<file path="config.mk">
export PLATFORM = sky130hd
export DESIGN_NAME = tlbXlate
export DESIGN_NICKNAME = d
export VERILOG_FILES = /design/src/rtl/tlbPkg.sv /design/src/rtl/tlbCtrl.sv /design/src/rtl/tlbTable.sv /design/src/rtl/tlbMatch.sv /design/src/rtl/tlbXlate.sv
export SDC_FILE = /design/constraint.sdc
export NUM_CORES = 1
export LEC_CHECK = 0
export BUFFER_PORTS_ARGS = -buffer_cell sky130_fd_sc_hd__buf_2
export CORE_UTILIZATION = 55
export DETAILED_ROUTE_END_ITERATION = 6
export PLACE_DENSITY_LB_ADDON = 0.08
export RECOVER_POWER = 100
export REMOVE_ABC_BUFFERS = 1
export SYNTH_ARGS = -nofsm -noshare
export SYNTH_HDL_FRONTEND = slang
export SYNTH_HIERARCHICAL = 1
export SYNTH_SLANG_ARGS = --single-unit
</file>
<file path="constraint.sdc">
create_clock -name clk -period 2.1 [get_ports clk]
set_input_delay 0.42 -clock clk [delete_from_list [all_inputs] [get_ports clk]]
set_output_delay 0.42 -clock clk [all_outputs]
set_load 0.01 [all_outputs]
</file>
<file path="src/rtl/tlbPkg.sv">
package tlbPkg;
  // address geometry
  localparam int VA_W    = 32;
  localparam int PA_W    = 32;
  localparam int OFF_W   = 12;
  localparam int IDX_W   = 4;
  localparam int FLAG_W  = 3;
  // derived widths
  localparam int VPN_W   = VA_W - OFF_W;
  localparam int PPN_W   = PA_W - OFF_W;
  localparam int TAG_W   = VPN_W - IDX_W;
  localparam int ENTRIES = 1 << IDX_W;

  // flag bit positions
  localparam int FLAG_READ  = 0;
  localparam int FLAG_WRITE = 1;
  localparam int FLAG_DIRTY = 2;

  typedef struct packed {
    logic [TAG_W-1:0]  tag;
    logic [PPN_W-1:0]  ppn;
    logic [FLAG_W-1:0] flags;
  } tlbEntryT;

  // strobes from control to datapath
  typedef struct packed {
    logic             writeEn;
    logic             clearAll;
    logic [IDX_W-1:0] writeIdx;
    logic             captureResp;
    logic [IDX_W-1:0] readIdx;
  } tlbStrobeT;
endpackage

</file>
<file path="src/rtl/tlbCtrl.sv">
module tlbCtrl
  import tlbPkg::*;
(
  input  logic            lookupValid,
  input  logic [VA_W-1:0] lookupVaddr,
  input  logic            fillEn,
  input  logic [VA_W-1:0] fillVaddr,
  input  logic            flushAll,
  output tlbStrobeT       strobe
);
  always_comb begin
    strobe             = '0;
    // flush has priority over refill
    strobe.clearAll    = flushAll;
    strobe.writeEn     = fillEn & ~flushAll;
    strobe.writeIdx    = fillVaddr[OFF_W +: IDX_W];
    strobe.captureResp = lookupValid;
    strobe.readIdx     = lookupVaddr[OFF_W +: IDX_W];
  end
endmodule

</file>
<file path="src/rtl/tlbTable.sv">
module tlbTable
  import tlbPkg::*;
(
  input  logic      clk,
  input  logic      rstN,
  input  tlbStrobeT strobe,
  input  tlbEntryT  wrEntry,
  output tlbEntryT  rdEntry,
  output logic      rdValid
);
  tlbEntryT             entryMem [ENTRIES];
  logic [ENTRIES-1:0]   validVec;

  for (genvar gi = 0; gi < ENTRIES; gi++) begin : g_entry
    logic selHere;
    assign selHere = strobe.writeEn && (strobe.writeIdx == IDX_W'(gi));

    always_ff @(posedge clk or negedge rstN) begin
      if (!rstN)                validVec[gi] <= 1'b0;
      else if (strobe.clearAll) validVec[gi] <= 1'b0;
      else if (selHere)         validVec[gi] <= 1'b1;
    end

    always_ff @(posedge clk) begin
      if (selHere) entryMem[gi] <= wrEntry;
    end
  end

  // combinational read, old contents visible during a same-cycle write
  assign rdEntry = entryMem[strobe.readIdx];
  assign rdValid = validVec[strobe.readIdx];
endmodule

</file>
<file path="src/rtl/tlbMatch.sv">
module tlbMatch
  import tlbPkg::*;
(
  input  logic             clk,
  input  logic             rstN,
  input  tlbStrobeT        strobe,
  input  logic [TAG_W-1:0] reqTag,
  input  logic [OFF_W-1:0] reqOffset,
  input  tlbEntryT         rdEntry,
  input  logic             rdValid,
  output logic             respValid,
  output logic             respHit,
  output logic [PA_W-1:0]  respPaddr,
  output logic [FLAG_W-1:0] respFlags
);
  logic tagEq;
  logic hitNow;

  assign tagEq  = (rdEntry.tag == reqTag);
  assign hitNow = strobe.captureResp & rdValid & tagEq;

  always_ff @(posedge clk or negedge rstN) begin
    if (!rstN) begin
      respValid <= 1'b0;
      respHit   <= 1'b0;
    end else begin
      respValid <= strobe.captureResp;
      respHit   <= hitNow;
    end
  end

  // data path needs no reset: qualified by respHit
  always_ff @(posedge clk) begin
    if (strobe.captureResp) begin
      respPaddr <= {rdEntry.ppn, reqOffset};
      respFlags <= rdEntry.flags;
    end
  end
endmodule

</file>
<file path="src/rtl/tlbXlate.sv">
module tlbXlate
  import tlbPkg::*;
(
  input  logic              clk,
  input  logic              rstN,
  input  logic              lookupValid,
  input  logic [VA_W-1:0]   lookupVaddr,
  input  logic              fillEn,
  input  logic [VA_W-1:0]   fillVaddr,
  input  logic [PPN_W-1:0]  fillPpn,
  input  logic [FLAG_W-1:0] fillFlags,
  input  logic              flushAll,
  output logic              respValid,
  output logic              respHit,
  output logic [PA_W-1:0]   respPaddr,
  output logic [FLAG_W-1:0] respFlags
);
  tlbStrobeT strobe;
  tlbEntryT  wrEntry;
  tlbEntryT  rdEntry;
  logic      rdValid;

  tlbCtrl u_ctrl (
    .lookupValid (lookupValid),
    .lookupVaddr (lookupVaddr),
    .fillEn      (fillEn),
    .fillVaddr   (fillVaddr),
    .flushAll    (flushAll),
    .strobe      (strobe)
  );

  assign wrEntry.tag   = fillVaddr[VA_W-1 -: TAG_W];
  assign wrEntry.ppn   = fillPpn;
  assign wrEntry.flags = fillFlags;

  tlbTable u_table (
    .clk     (clk),
    .rstN    (rstN),
    .strobe  (strobe),
    .wrEntry (wrEntry),
    .rdEntry (rdEntry),
    .rdValid (rdValid)
  );

  tlbMatch u_match (
    .clk       (clk),
    .rstN      (rstN),
    .strobe    (strobe),
    .reqTag    (lookupVaddr[VA_W-1 -: TAG_W]),
    .reqOffset (lookupVaddr[OFF_W-1:0]),
    .rdEntry   (rdEntry),
    .rdValid   (rdValid),
    .respValid (respValid),
    .respHit   (respHit),
    .respPaddr (respPaddr),
    .respFlags (respFlags)
  );
endmodule

</file>
==> out/summary.txt <==
WHS Path Cells = 3
Worst Path Required = 2.60 ns
outcome = finished, violations left
PwrDens = 942.0 nW/µm²
area grow syn2layout = 14.96%
Port Buf Inserts = 116
final antenna-violating net count = 0
I/O Pins = 129
P_int = 0.02228 W
Synth Warn # = 6
full die area = 47,840 µm²
Initial Util = 55.60%
DR vias/cell = 6.104
clock skew = 0.01822 ns
Antenna diodes = 0
fin area = 29,700 µm²
TritonRoute pass-1 iters = 5
post-synth cell types = 31
Final Hold Viols = 0
Critical Path AT = 2.79 ns
RSZ-0062 raised after global routing = yes
M1 GR Usage = 35.91%
Die Ht = 218.7 µm
Post-synth top cells = 659 x edfxtp_1, 100 x mux4_2, 80 x a22oi_1, 60 x mux4_1, 41 x nand2_1
Inst Count DP = 1,863
fin cells = 2,004
crit path kind = reg -> reg
Setup crit start kind = flop
Wirelength per Cell = 28.14 µm
max capacitance violation total = 0
GR Overflow Total = 0
Peak supply drop = 0.7232 mV
CTS tree = yes
top_reg_cell synth = edfxtp_1
met2 Track Usage GR = 38.68%
gr busiest metal = met2
Syn Inst Count = 1,113
global-route wire length before repair = 82,390 µm
via count = 12,230
Worst setup EP type = flop
Pleak = 9.802 nW
Cell Rows = 79
H-tree depth = 3
vias in the first global route = 12,330
Min Clock Period, post-route = 2.292 ns
actual slew at the worst max-slew pin = 1.262 ns
sequential share of power = 54.0%
# DRC = 0
Synth area leaders = edfxtp_1 77%, mux4_2 8.7%, mux4_1 6.1%
Net Sw Frac = 20.37%
CP max FO = 1
failing checks = negative setup slack
Longest Clk Path Bufs = 3
fin util = 63.92%
relative slew slack = 15.87%
antenna violations before repair = 1
fmax = 436.4 MHz
Yosys reg bits = 677
CTS Buf Count = 70
sequential area share after synthesis = 78.35%
final slew viol count = 0
routability cong. = 0.7490
most numerous cell in the Yosys netlist = edfxtp_1
Cell Area, Placed = 28,040 µm²
fraction of layout cells with a size suffix above 1 = 24.19%
combinational group share of total power = 5.0%
worst setup margin = -0.1917 ns
Initial DRC Count = 1,154
CTS clock-pin slew for the worst setup and hold paths = 0.06 ns
Die Width = 218.7 µm
clock power share = 41.0%
share of the synthesized area in the top cell type = 76.61%
Routed WL = 56,380 µm
clock sink count = 677
final setup violating endpoints = 3
Post-synth ARST share = 2.659%
switching pwr = 0.005698 W
Syn Area/Cell = 23.21 µm²
Hold WS = 0.2368 ns
Cell Area, Synth = 25,830 µm²
worst hold path type = in -> reg
Post-synth EDFFs = 659
total track usage = 24.53%
biggest area consumer among synthesized cells = edfxtp_1
depth of the most critical reg-to-reg path = 7
Fillers = 3,232
dpl ws = -0.8220 ns
core area = 46,460 µm²
nets = 1,441
CTS root buf = clkbuf_16
Clock Latency Late Sink = 0.59 ns
largest net degree at the start of global routing = 40
Final HPWL DP = 31,490 µm
Final period util = 109.1%
GR Util met3 = 4.259%
[registers in the layout, indices dropped and copies added (netlist names)]
register / flops
u_match/respValid: 1
u_match/respPaddr: 32
u_match/respFlags: 3
u_match/respHit: 1
u_table/entryMem: 624
u_table/validVec: 16
[worst paths after layout]
check,start,to,slack (ns)
max in group asynchronous,rstN,u_table/validVec[3],0.81
hold reg to reg,u_table/validVec[8],u_table/validVec[8],0.50
setup reg to reg,u_table/entryMem[11][27],u_match/respHit,-0.19
setup / recovery,u_table/entryMem[11][27],u_match/respHit,-0.19
hold / removal,lookupVaddr[25],u_match/respHit,0.24
min in group asynchronous,rstN,u_match/respValid,0.58
[power groups by stage]
stage	clock network (W)	logic (W)	registers [W]
2_1_floorplan	0	0.000564	0.0154
3_3_place_gp	0	0.00140	0.0154
3_5_place_dp	0	0.00143	0.0154
4_1_cts	0.0117	0.00146	0.0151
5_1_grt	0.0122	0.00151	0.0151
6_report	0.0115	0.00140	0.0151
[placed cells by master, fill, tap and decap left out, drive strengths merged]
cell type / count
xor2: 3
clkbuf: 215
inv: 4
a21oi: 12
dfrtp: 18
nor4: 1
a31oi: 4
nand4: 3
nor2b: 5
clkinv: 26
nand3: 2
bufinv: 3
nand3b: 2
nor3b: 1
and2: 1
mux4: 160
or4: 1
buf: 90
nor2: 30
edfxtp: 659
xnor2: 13
dlygate4sd3: 13
nand2: 41
nand2b: 2
and3: 1
nor3: 4
and3b: 2
a22oi: 80
or3b: 1
[area by class of cell]
class	instances	area, µm²	share of cell area [%]
Clock buffer	87	1858	6.257
Clock inverter	33	244.0	0.8216
Timing Repair Buffer	231	1400	4.715
Sequential cell	677	20240	68.16
Multi-Input combinational cell	369	5195	17.49
Tap cell	607	759.5	2.558
[cells by family after synthesis]
logic type | Yosys count | share of synthesized area [%]
DFF | 677 | 78.35
muxes | 160 | 14.82
and+or+nand+nor | 97 | 1.734
AOI/OAI and AO/OA | 96 | 2.654
buffers and inverters | 67 | 1.894
xor gates and xnor gates | 16 | 0.5425
[through the flow]
step | setup TNS, ns | power (W)
floorplan | -681.49 | 0.01597
global placement | -10.52 | 0.01677
detailed placement | -10.89 | 0.01680
CTS | -0.1816 | 0.02827
global route | -1.135 | 0.02887
finish | -0.2361 | 0.02797
[critical path, cell delays in order, from the launching register on]
cell	delay [ns]
edfxtp_1	0.35
mux4_2	0.48
a22oi_2	0.20
nand2_2	0.09
xnor2_2	0.21
nand4_1	0.14
or4_4	0.58
nor4_2	0.15
[routing by layer]
metal / share of wire [%] / vias up / wire, µm
li1: - / 5234 / -
met1: 42 / 6479 / 23950
met2: 49 / 430 / 27850
met3: 6.1 / 88 / 3437
met4: 2.0 / 2 / 1121
met5: 0.030 / - / 17
[repair_timing]
action                                 in CTS  in global routing
hold buffers                               13                  0
setup endpoints to repair                   9                  8
pin swaps                                   5                  8
resized for setup                          10                 12
buffers inserted                            0                  8
endpoints found under the hold margin      30                  0
Note: power is estimated with default switching activity, not from simulation.
